File: src/rtl/tmr_pkg.sv
// Package: shared widths, register addresses and mode encodings for the
// dual timer/counter. Assumes byte-wide registers and a 5-bit prescaler.
package tmr_pkg;
    localparam int BYTE_W = 8;
    localparam int PRE_W  = 5;
    localparam int ADDR_W = 3;
    localparam int SYNC_STAGES = 2;

    typedef enum logic [ADDR_W-1:0] {
        A_CTRL = 3'd0,
        A_MODE = 3'd1,
        A_U0LO = 3'd2,
        A_U0HI = 3'd3,
        A_U1LO = 3'd4,
        A_U1HI = 3'd5
    } reg_addr_e;

    typedef enum logic [1:0] {
        M_PRESCALE = 2'd0,
        M_WIDE     = 2'd1,
        M_RELOAD   = 2'd2,
        M_SPLIT    = 2'd3
    } tmode_e;

    typedef struct packed {
        logic   gate;
        logic   ext;
        tmode_e mode;
    } unit_cfg_t;

    localparam int CB_TF1 = 7;
    localparam int CB_TR1 = 6;
    localparam int CB_TF0 = 5;
    localparam int CB_TR0 = 4;
endpackage

File: src/rtl/tmr_pin_sync.sv
// Pin synchronizer: a chain of STAGES flops brings an asynchronous pin
// into the clock domain. FALL_OUT=1 gives a one-cycle pulse on a
// synchronized 1-to-0 transition; FALL_OUT=0 gives the synchronized level.
// Assumes pins idle high, so the chain resets to ones.
module tmr_pin_sync #(
    parameter int STAGES   = 2,
    parameter bit FALL_OUT = 1'b0
) (
    input  logic clk,
    input  logic rst_n,
    input  logic pin_in,
    output logic q
);
    localparam int CHAIN_W = STAGES + 1;

    logic [CHAIN_W-1:0] chain;

    // Shift the pin through the synchronizer plus one history flop.
    always_ff @(posedge clk) begin
        if (!rst_n) chain <= '1;
        else        chain <= {chain[CHAIN_W-2:0], pin_in};
    end

    generate
        if (FALL_OUT) begin : g_fall
            assign q = chain[STAGES] & ~chain[STAGES-1];
        end else begin : g_level
            assign q = chain[STAGES-1];
        end
    endgenerate
endmodule

File: src/rtl/tmr_unit.sv
// One 16-bit timer/counter unit made of a low and a high byte. It takes
// count pulses that have already been qualified and applies the selected
// mode. IS_PRIMARY=1 enables the split mode with two 8-bit halves;
// IS_PRIMARY=0 freezes the unit in that mode. Byte writes override counting.
module tmr_unit
    import tmr_pkg::*;
#(
    parameter bit IS_PRIMARY = 1'b1
) (
    input  logic              clk,
    input  logic              rst_n,
    input  tmode_e            mode,
    input  logic              cnt_lo,
    input  logic              cnt_hi,
    input  logic              wr_lo,
    input  logic              wr_hi,
    input  logic [BYTE_W-1:0] wdata,
    output logic [BYTE_W-1:0] lo,
    output logic [BYTE_W-1:0] hi,
    output logic              ovf_main,
    output logic              ovf_split
);
    localparam int W2 = 2 * BYTE_W;
    localparam logic [BYTE_W-1:0] B_ONE = BYTE_W'(1);
    localparam logic [PRE_W-1:0]  P_ONE = PRE_W'(1);
    localparam logic [W2-1:0]     D_ONE = W2'(1);

    logic [BYTE_W-1:0] lo_n, hi_n;
    logic              split, frozen, any_wr;

    // Next-state and overflow computation for the selected mode.
    always_comb begin
        lo_n      = lo;
        hi_n      = hi;
        ovf_main  = 1'b0;
        ovf_split = 1'b0;
        split     = (mode == M_SPLIT);
        frozen    = split && !IS_PRIMARY;
        any_wr    = wr_lo || wr_hi;
        if (!frozen) begin
            if (split) begin
                if (cnt_lo && !wr_lo) begin
                    lo_n     = lo + B_ONE;
                    ovf_main = &lo;
                end
                if (cnt_hi && !wr_hi) begin
                    hi_n      = hi + B_ONE;
                    ovf_split = &hi;
                end
            end else if (cnt_lo && !any_wr) begin
                case (mode)
                    M_PRESCALE: begin
                        lo_n = {lo[BYTE_W-1:PRE_W], lo[PRE_W-1:0] + P_ONE};
                        if (&lo[PRE_W-1:0]) hi_n = hi + B_ONE;
                        ovf_main = (&lo[PRE_W-1:0]) && (&hi);
                    end
                    M_WIDE: begin
                        {hi_n, lo_n} = {hi, lo} + D_ONE;
                        ovf_main     = &{hi, lo};
                    end
                    default: begin
                        if (&lo) begin
                            lo_n     = hi;
                            ovf_main = 1'b1;
                        end else begin
                            lo_n = lo + B_ONE;
                        end
                    end
                endcase
            end
        end
        if (wr_lo) lo_n = wdata;
        if (wr_hi) hi_n = wdata;
    end

    // Count register update.
    always_ff @(posedge clk) begin
        if (!rst_n) begin
            lo <= '0;
            hi <= '0;
        end else begin
            lo <= lo_n;
            hi <= hi_n;
        end
    end

    AST_HOLD_IDLE: assert property (@(posedge clk) disable iff (!rst_n)
        (!cnt_lo && !cnt_hi && !wr_lo && !wr_hi) |=> ($stable(lo) && $stable(hi)));
    AST_WRITE_LO: assert property (@(posedge clk) disable iff (!rst_n)
        wr_lo |=> (lo == $past(wdata)));
    AST_RELOAD: assert property (@(posedge clk) disable iff (!rst_n)
        (mode == M_RELOAD && cnt_lo && !wr_lo && !wr_hi && lo == '1)
        |=> (lo == $past(hi) && $stable(hi)));
    AST_WIDE_STEP: assert property (@(posedge clk) disable iff (!rst_n)
        (mode == M_WIDE && cnt_lo && !wr_lo && !wr_hi)
        |=> ({hi, lo} == $past({hi, lo}) + D_ONE));

    generate
        if (!IS_PRIMARY) begin : g_frozen_chk
            AST_SPLIT_FROZEN: assert property (@(posedge clk) disable iff (!rst_n)
                (mode == M_SPLIT && !wr_lo && !wr_hi) |=> ($stable(lo) && $stable(hi)));
        end
    endgenerate
endmodule

File: src/rtl/dual_tmr_ctr.sv
// Dual timer/counter top level. It holds the control and mode registers,
// synchronizes the count and gate pins, qualifies the count pulses for
// each unit, routes overflows to the flags and muxes register reads.
// Assumes a single synchronous clock, with ticks and strobes one cycle wide.
module dual_tmr_ctr
    import tmr_pkg::*;
(
    input  logic              clk,
    input  logic              rst_n,
    input  logic              tick,
    input  logic [1:0]        cnt_pin,
    input  logic [1:0]        gate_pin,
    input  logic [ADDR_W-1:0] addr,
    input  logic [BYTE_W-1:0] wdata,
    input  logic              we,
    input  logic [1:0]        ack,
    output logic [BYTE_W-1:0] rdata,
    output logic [1:0]        tf
);
    localparam int NUNITS = 2;

    logic [NUNITS-1:0] cnt_fall, gate_lvl, tr, run, src, cnt;
    logic [BYTE_W-1:0] mode_q;
    unit_cfg_t         cfg [NUNITS];
    logic [BYTE_W-1:0] lo [NUNITS];
    logic [BYTE_W-1:0] hi [NUNITS];
    logic [NUNITS-1:0] ovf_main, ovf_split, set_tf;
    logic              wr_ctrl, wr_mode, split0;

    assign cfg[0] = mode_q[3:0];
    assign cfg[1] = mode_q[7:4];

    generate
        for (genvar u = 0; u < NUNITS; u++) begin : g_pins
            tmr_pin_sync #(.STAGES(SYNC_STAGES), .FALL_OUT(1'b1)) u_cnt_sync (
                .clk(clk), .rst_n(rst_n), .pin_in(cnt_pin[u]), .q(cnt_fall[u]));
            tmr_pin_sync #(.STAGES(SYNC_STAGES), .FALL_OUT(1'b0)) u_gate_sync (
                .clk(clk), .rst_n(rst_n), .pin_in(gate_pin[u]), .q(gate_lvl[u]));
            // Qualify counting: run bit, optional pin gate, tick or pin-edge source.
            assign run[u] = tr[u] & (~cfg[u].gate | gate_lvl[u]);
            assign src[u] = cfg[u].ext ? cnt_fall[u] : 1'b1;
            assign cnt[u] = tick & run[u] & src[u];
        end
    endgenerate

    assign wr_ctrl = we && (addr == A_CTRL);
    assign wr_mode = we && (addr == A_MODE);
    assign split0  = (cfg[0].mode == M_SPLIT);

    tmr_unit #(.IS_PRIMARY(1'b1)) u_unit0 (
        .clk(clk), .rst_n(rst_n), .mode(cfg[0].mode),
        .cnt_lo(cnt[0]), .cnt_hi(tick & tr[1]),
        .wr_lo(we && addr == A_U0LO), .wr_hi(we && addr == A_U0HI),
        .wdata(wdata), .lo(lo[0]), .hi(hi[0]),
        .ovf_main(ovf_main[0]), .ovf_split(ovf_split[0]));

    tmr_unit #(.IS_PRIMARY(1'b0)) u_unit1 (
        .clk(clk), .rst_n(rst_n), .mode(cfg[1].mode),
        .cnt_lo(cnt[1]), .cnt_hi(1'b0),
        .wr_lo(we && addr == A_U1LO), .wr_hi(we && addr == A_U1HI),
        .wdata(wdata), .lo(lo[1]), .hi(hi[1]),
        .ovf_main(ovf_main[1]), .ovf_split(ovf_split[1]));

    // Flag set sources: in split mode unit 0's high half owns flag 1.
    assign set_tf[0] = ovf_main[0];
    assign set_tf[1] = split0 ? ovf_split[0] : (ovf_main[1] | ovf_split[1]);

    // Control register: run bits from software; flags with set > ack > write.
    always_ff @(posedge clk) begin
        if (!rst_n) begin
            tr <= '0;
            tf <= '0;
        end else begin
            if (wr_ctrl) begin
                tr[0] <= wdata[CB_TR0];
                tr[1] <= wdata[CB_TR1];
            end
            for (int u = 0; u < NUNITS; u++) begin
                if (set_tf[u])    tf[u] <= 1'b1;
                else if (ack[u])  tf[u] <= 1'b0;
                else if (wr_ctrl) tf[u] <= (u == 0) ? wdata[CB_TF0] : wdata[CB_TF1];
            end
        end
    end

    // Mode register written by software.
    always_ff @(posedge clk) begin
        if (!rst_n)       mode_q <= '0;
        else if (wr_mode) mode_q <= wdata;
    end

    // Read data multiplexer.
    always_comb begin
        case (addr)
            A_CTRL:  rdata = {tf[1], tr[1], tf[0], tr[0], 4'b0000};
            A_MODE:  rdata = mode_q;
            A_U0LO:  rdata = lo[0];
            A_U0HI:  rdata = hi[0];
            A_U1LO:  rdata = lo[1];
            A_U1HI:  rdata = hi[1];
            default: rdata = '0;
        endcase
    end

    AST_TF0_SET: assert property (@(posedge clk) disable iff (!rst_n)
        ovf_main[0] |=> tf[0]);
    AST_TF1_SET: assert property (@(posedge clk) disable iff (!rst_n)
        set_tf[1] |=> tf[1]);
    AST_TF0_ACK: assert property (@(posedge clk) disable iff (!rst_n)
        (ack[0] && !ovf_main[0]) |=> !tf[0]);
    AST_CTRL_LOW_ZERO: assert property (@(posedge clk) disable iff (!rst_n)
        (addr == A_CTRL) |-> (rdata[3:0] == 4'b0000));
    AST_STOPPED_HOLDS: assert property (@(posedge clk) disable iff (!rst_n)
        (!tr[0] && !split0 && !we) |=> ($stable(lo[0]) && $stable(hi[0])));
endmodule

File: config.mk
export PLATFORM = sky130hd
export DESIGN_NAME = dual_tmr_ctr
export DESIGN_NICKNAME = d
export VERILOG_FILES = /design/src/rtl/tmr_pkg.sv /design/src/rtl/tmr_pin_sync.sv /design/src/rtl/tmr_unit.sv /design/src/rtl/dual_tmr_ctr.sv
export SDC_FILE = /design/constraint.sdc
export NUM_CORES = 1
export LEC_CHECK = 0
export BUFFER_PORTS_ARGS = -buffer_cell sky130_fd_sc_hd__buf_4
export CAP_MARGIN = 20
export CORE_AREA = 3 3 88 90
export DETAILED_ROUTE_END_ITERATION = 12
export DIE_AREA = 0 0 91 93
export PLACE_DENSITY = 0.77
export RECOVER_POWER = 100
export SYNTH_ARGS = -nofsm -noshare
export SYNTH_HDL_FRONTEND = slang
export SYNTH_HIERARCHICAL = 1
export SYNTH_SLANG_ARGS = --single-unit
File: constraint.sdc
create_clock -name clk -period 3.31 [get_ports clk]
set_input_delay 0.8275 -clock clk [delete_from_list [all_inputs] [get_ports clk]]
set_output_delay 0.8275 -clock clk [all_outputs]
set_load 0.03 [all_outputs]
==> run summary <==
total CTS buffers -> 5
I/O Pins -> 31
status -> completed
final wirelength -> 10.7 mm
CTS tree -> yes
pre-CTS setup slack -> 465 ps
average routed wire per standard cell -> 18.8 µm
period utilization -> 0.899
RSZ-0062 raised after global routing -> false
Routability Congestion -> 0.935
share of layout cells above drive strength 1 -> 0.107
postcts setup bufs -> 0
sequential cell area -> 1080 µm²
Core Region -> 7140 µm²
placed wire-length estimate -> 7.52 mm
element type at the critical path end -> flop
clock root cell -> clkbuf_8
leak pwr -> 0.00141 µW
Final Setup Violations -> 0
Slew headroom -> 0.0850
initial DRC count -> 423
Clk pin slew, worst setup/hold paths -> 120 ps
Post-Syn Area -> 3790 µm²
Final Hold Fails -> 0
Final Non-Filler Cells -> 567
die area -> 8460 µm²
Critical Path Start Type -> primary input
via count -> 3594
clock tree buffer depth -> 2
nets -> 494
maximum vdd drop -> 226 µV
Reg2Reg Setup Slack -> 530 ps
Die X-Extent -> 91 µm
area of the multi-input gates -> 2420 µm²
Synth Net Count -> 475
antenna violation net count after detailed routing -> 0
Hold-fix buffers, CTS -> 0
most common cell after layout, fill and taps aside -> dfxtp_1
Overflow after GRT -> 0
fmax -> 336 MHz
Final min period -> 2980 ps
Vias/cell -> 6.34
Hold Crit Class -> flop to flop
worst skew pair latency -> 330 ps
r2r startpoint -> u_unit0/lo[0]
Syn Inst Count -> 448
Cell Pwr Density -> 327 nW/µm²
Mapped Avg Cell Area -> 8.46 µm²
clk sink count -> 54
initial antenna violation count -> 0
Fillers -> 716
first-pass GRT wire length -> 17.3 mm
overall routing resource usage -> 0.255
crit path max fanout -> 18
Clock Skew -> 16.0 ps
worst slew pin tran -> 1350 ps
hold path depth -> 1
# H-tree levels -> 2
path type of the worst setup path -> primary input to flop
Max-cap violations -> 0
Initial Util -> 0.531
largest net degree at the start of global routing -> 57
setup TNS -> 0 ps
Residual DRC -> 0
endpoint of the worst register-to-register path -> u_unit0/hi[6]
PortBufs -> 30
final core utilization -> 0.561
arrival time at the worst endpoint -> 3240 ps
Hold Crit Start -> g_pins[0].u_cnt_sync/chain[0]
Yosys warning total -> 6
post-CTS sizing -> 0
# diodes -> 0
vias in the first global route -> 3232
r2r worst-path depth -> 9
most frequent cells in the layout -> dfxtp_1 (54), nand2_1 (37), nor2_1 (31), o21ai_0 (31), mux2i_1 (27)
DIE HEIGHT -> 93 µm
layout overhead on the synthesized area -> 5.54%
DR pass1 iterations -> 6
Pins Over Slew Limit -> 0
fin worst setup slack -> 335 ps
Worst Hold Path EP -> g_pins[0].u_cnt_sync/chain[1]
Row Count -> 31
WP data required -> 3570 ps
placed insts -> 559
==> final cells by class <==
type,instances,share of cell area
clock buffers,5,0.0172
clock inverters,3,0.00719
inverters,19,0.0178
multi-input cells,354,0.606
flip-flops and latches,54,0.270
well taps,99,0.0310
repair buffers,33,0.0510
==> metal layers <==
layer / part of all wire / GRT usage / vias to the layer above
met5: 0 / 0 / -
met2: 0.44 / 0.394 / 219
met3: 0.10 / 0.0394 / 23
li1: - / - / 1683
met1: 0.43 / 0.363 / 1669
met4: 0.025 / 0.0842 / 0
==> power by group <==
part / switching, µW / internal [µW]
clock: 262 / 159
combinational: 104 / 72.8
sequential: 39.3 / 671
total: 405 / 903
==> state kept, by name (all words and copies together) (netlist names) <==
register	cells
tf	2
u_unit0/lo	8
tr	2
g_pins.u_gate_sync/chain	4
g_pins.u_cnt_sync/chain	6
u_unit1/hi	8
u_unit0/hi	8
mode_q	8
u_unit1/lo	8
==> worst max-delay path by stage <==
stage / from / endpoint / slack (ps) / cells after the start
finish: addr[1] / tf[1] / 330 / 9
global route: addr[1] / tf[1] / 230 / 9
CTS: addr[0] / rdata[4] / 460 / 5
detailed placement: addr[0] / rdata[0] / 460 / 5
global placement: addr[0] / tf[1] / 480 / 9
floorplan: addr[0] / rdata[6] / 500 / 6
==> through the flow <==
stage,total power (µW),hold slack (ps),instance area (µm²)
4_1_cts,1320,422,4090
5_1_grt,1350,445,4000
3_5_place_dp,907,394,4000
3_3_place_gp,902,387,4000
6_report,1310,421,4000
2_1_floorplan,836,386,3790
==> critical path, stage by stage <==
cell	delay, ps
clkbuf_2	290
nand2b_1	260
nor2_1	90
nor3b_1	550
nand2_1	350
a211oi_1	430
a2bb2oi_1	190
o21ai_0	110
o211ai_1	120
(Power assumes the default switching activity.)
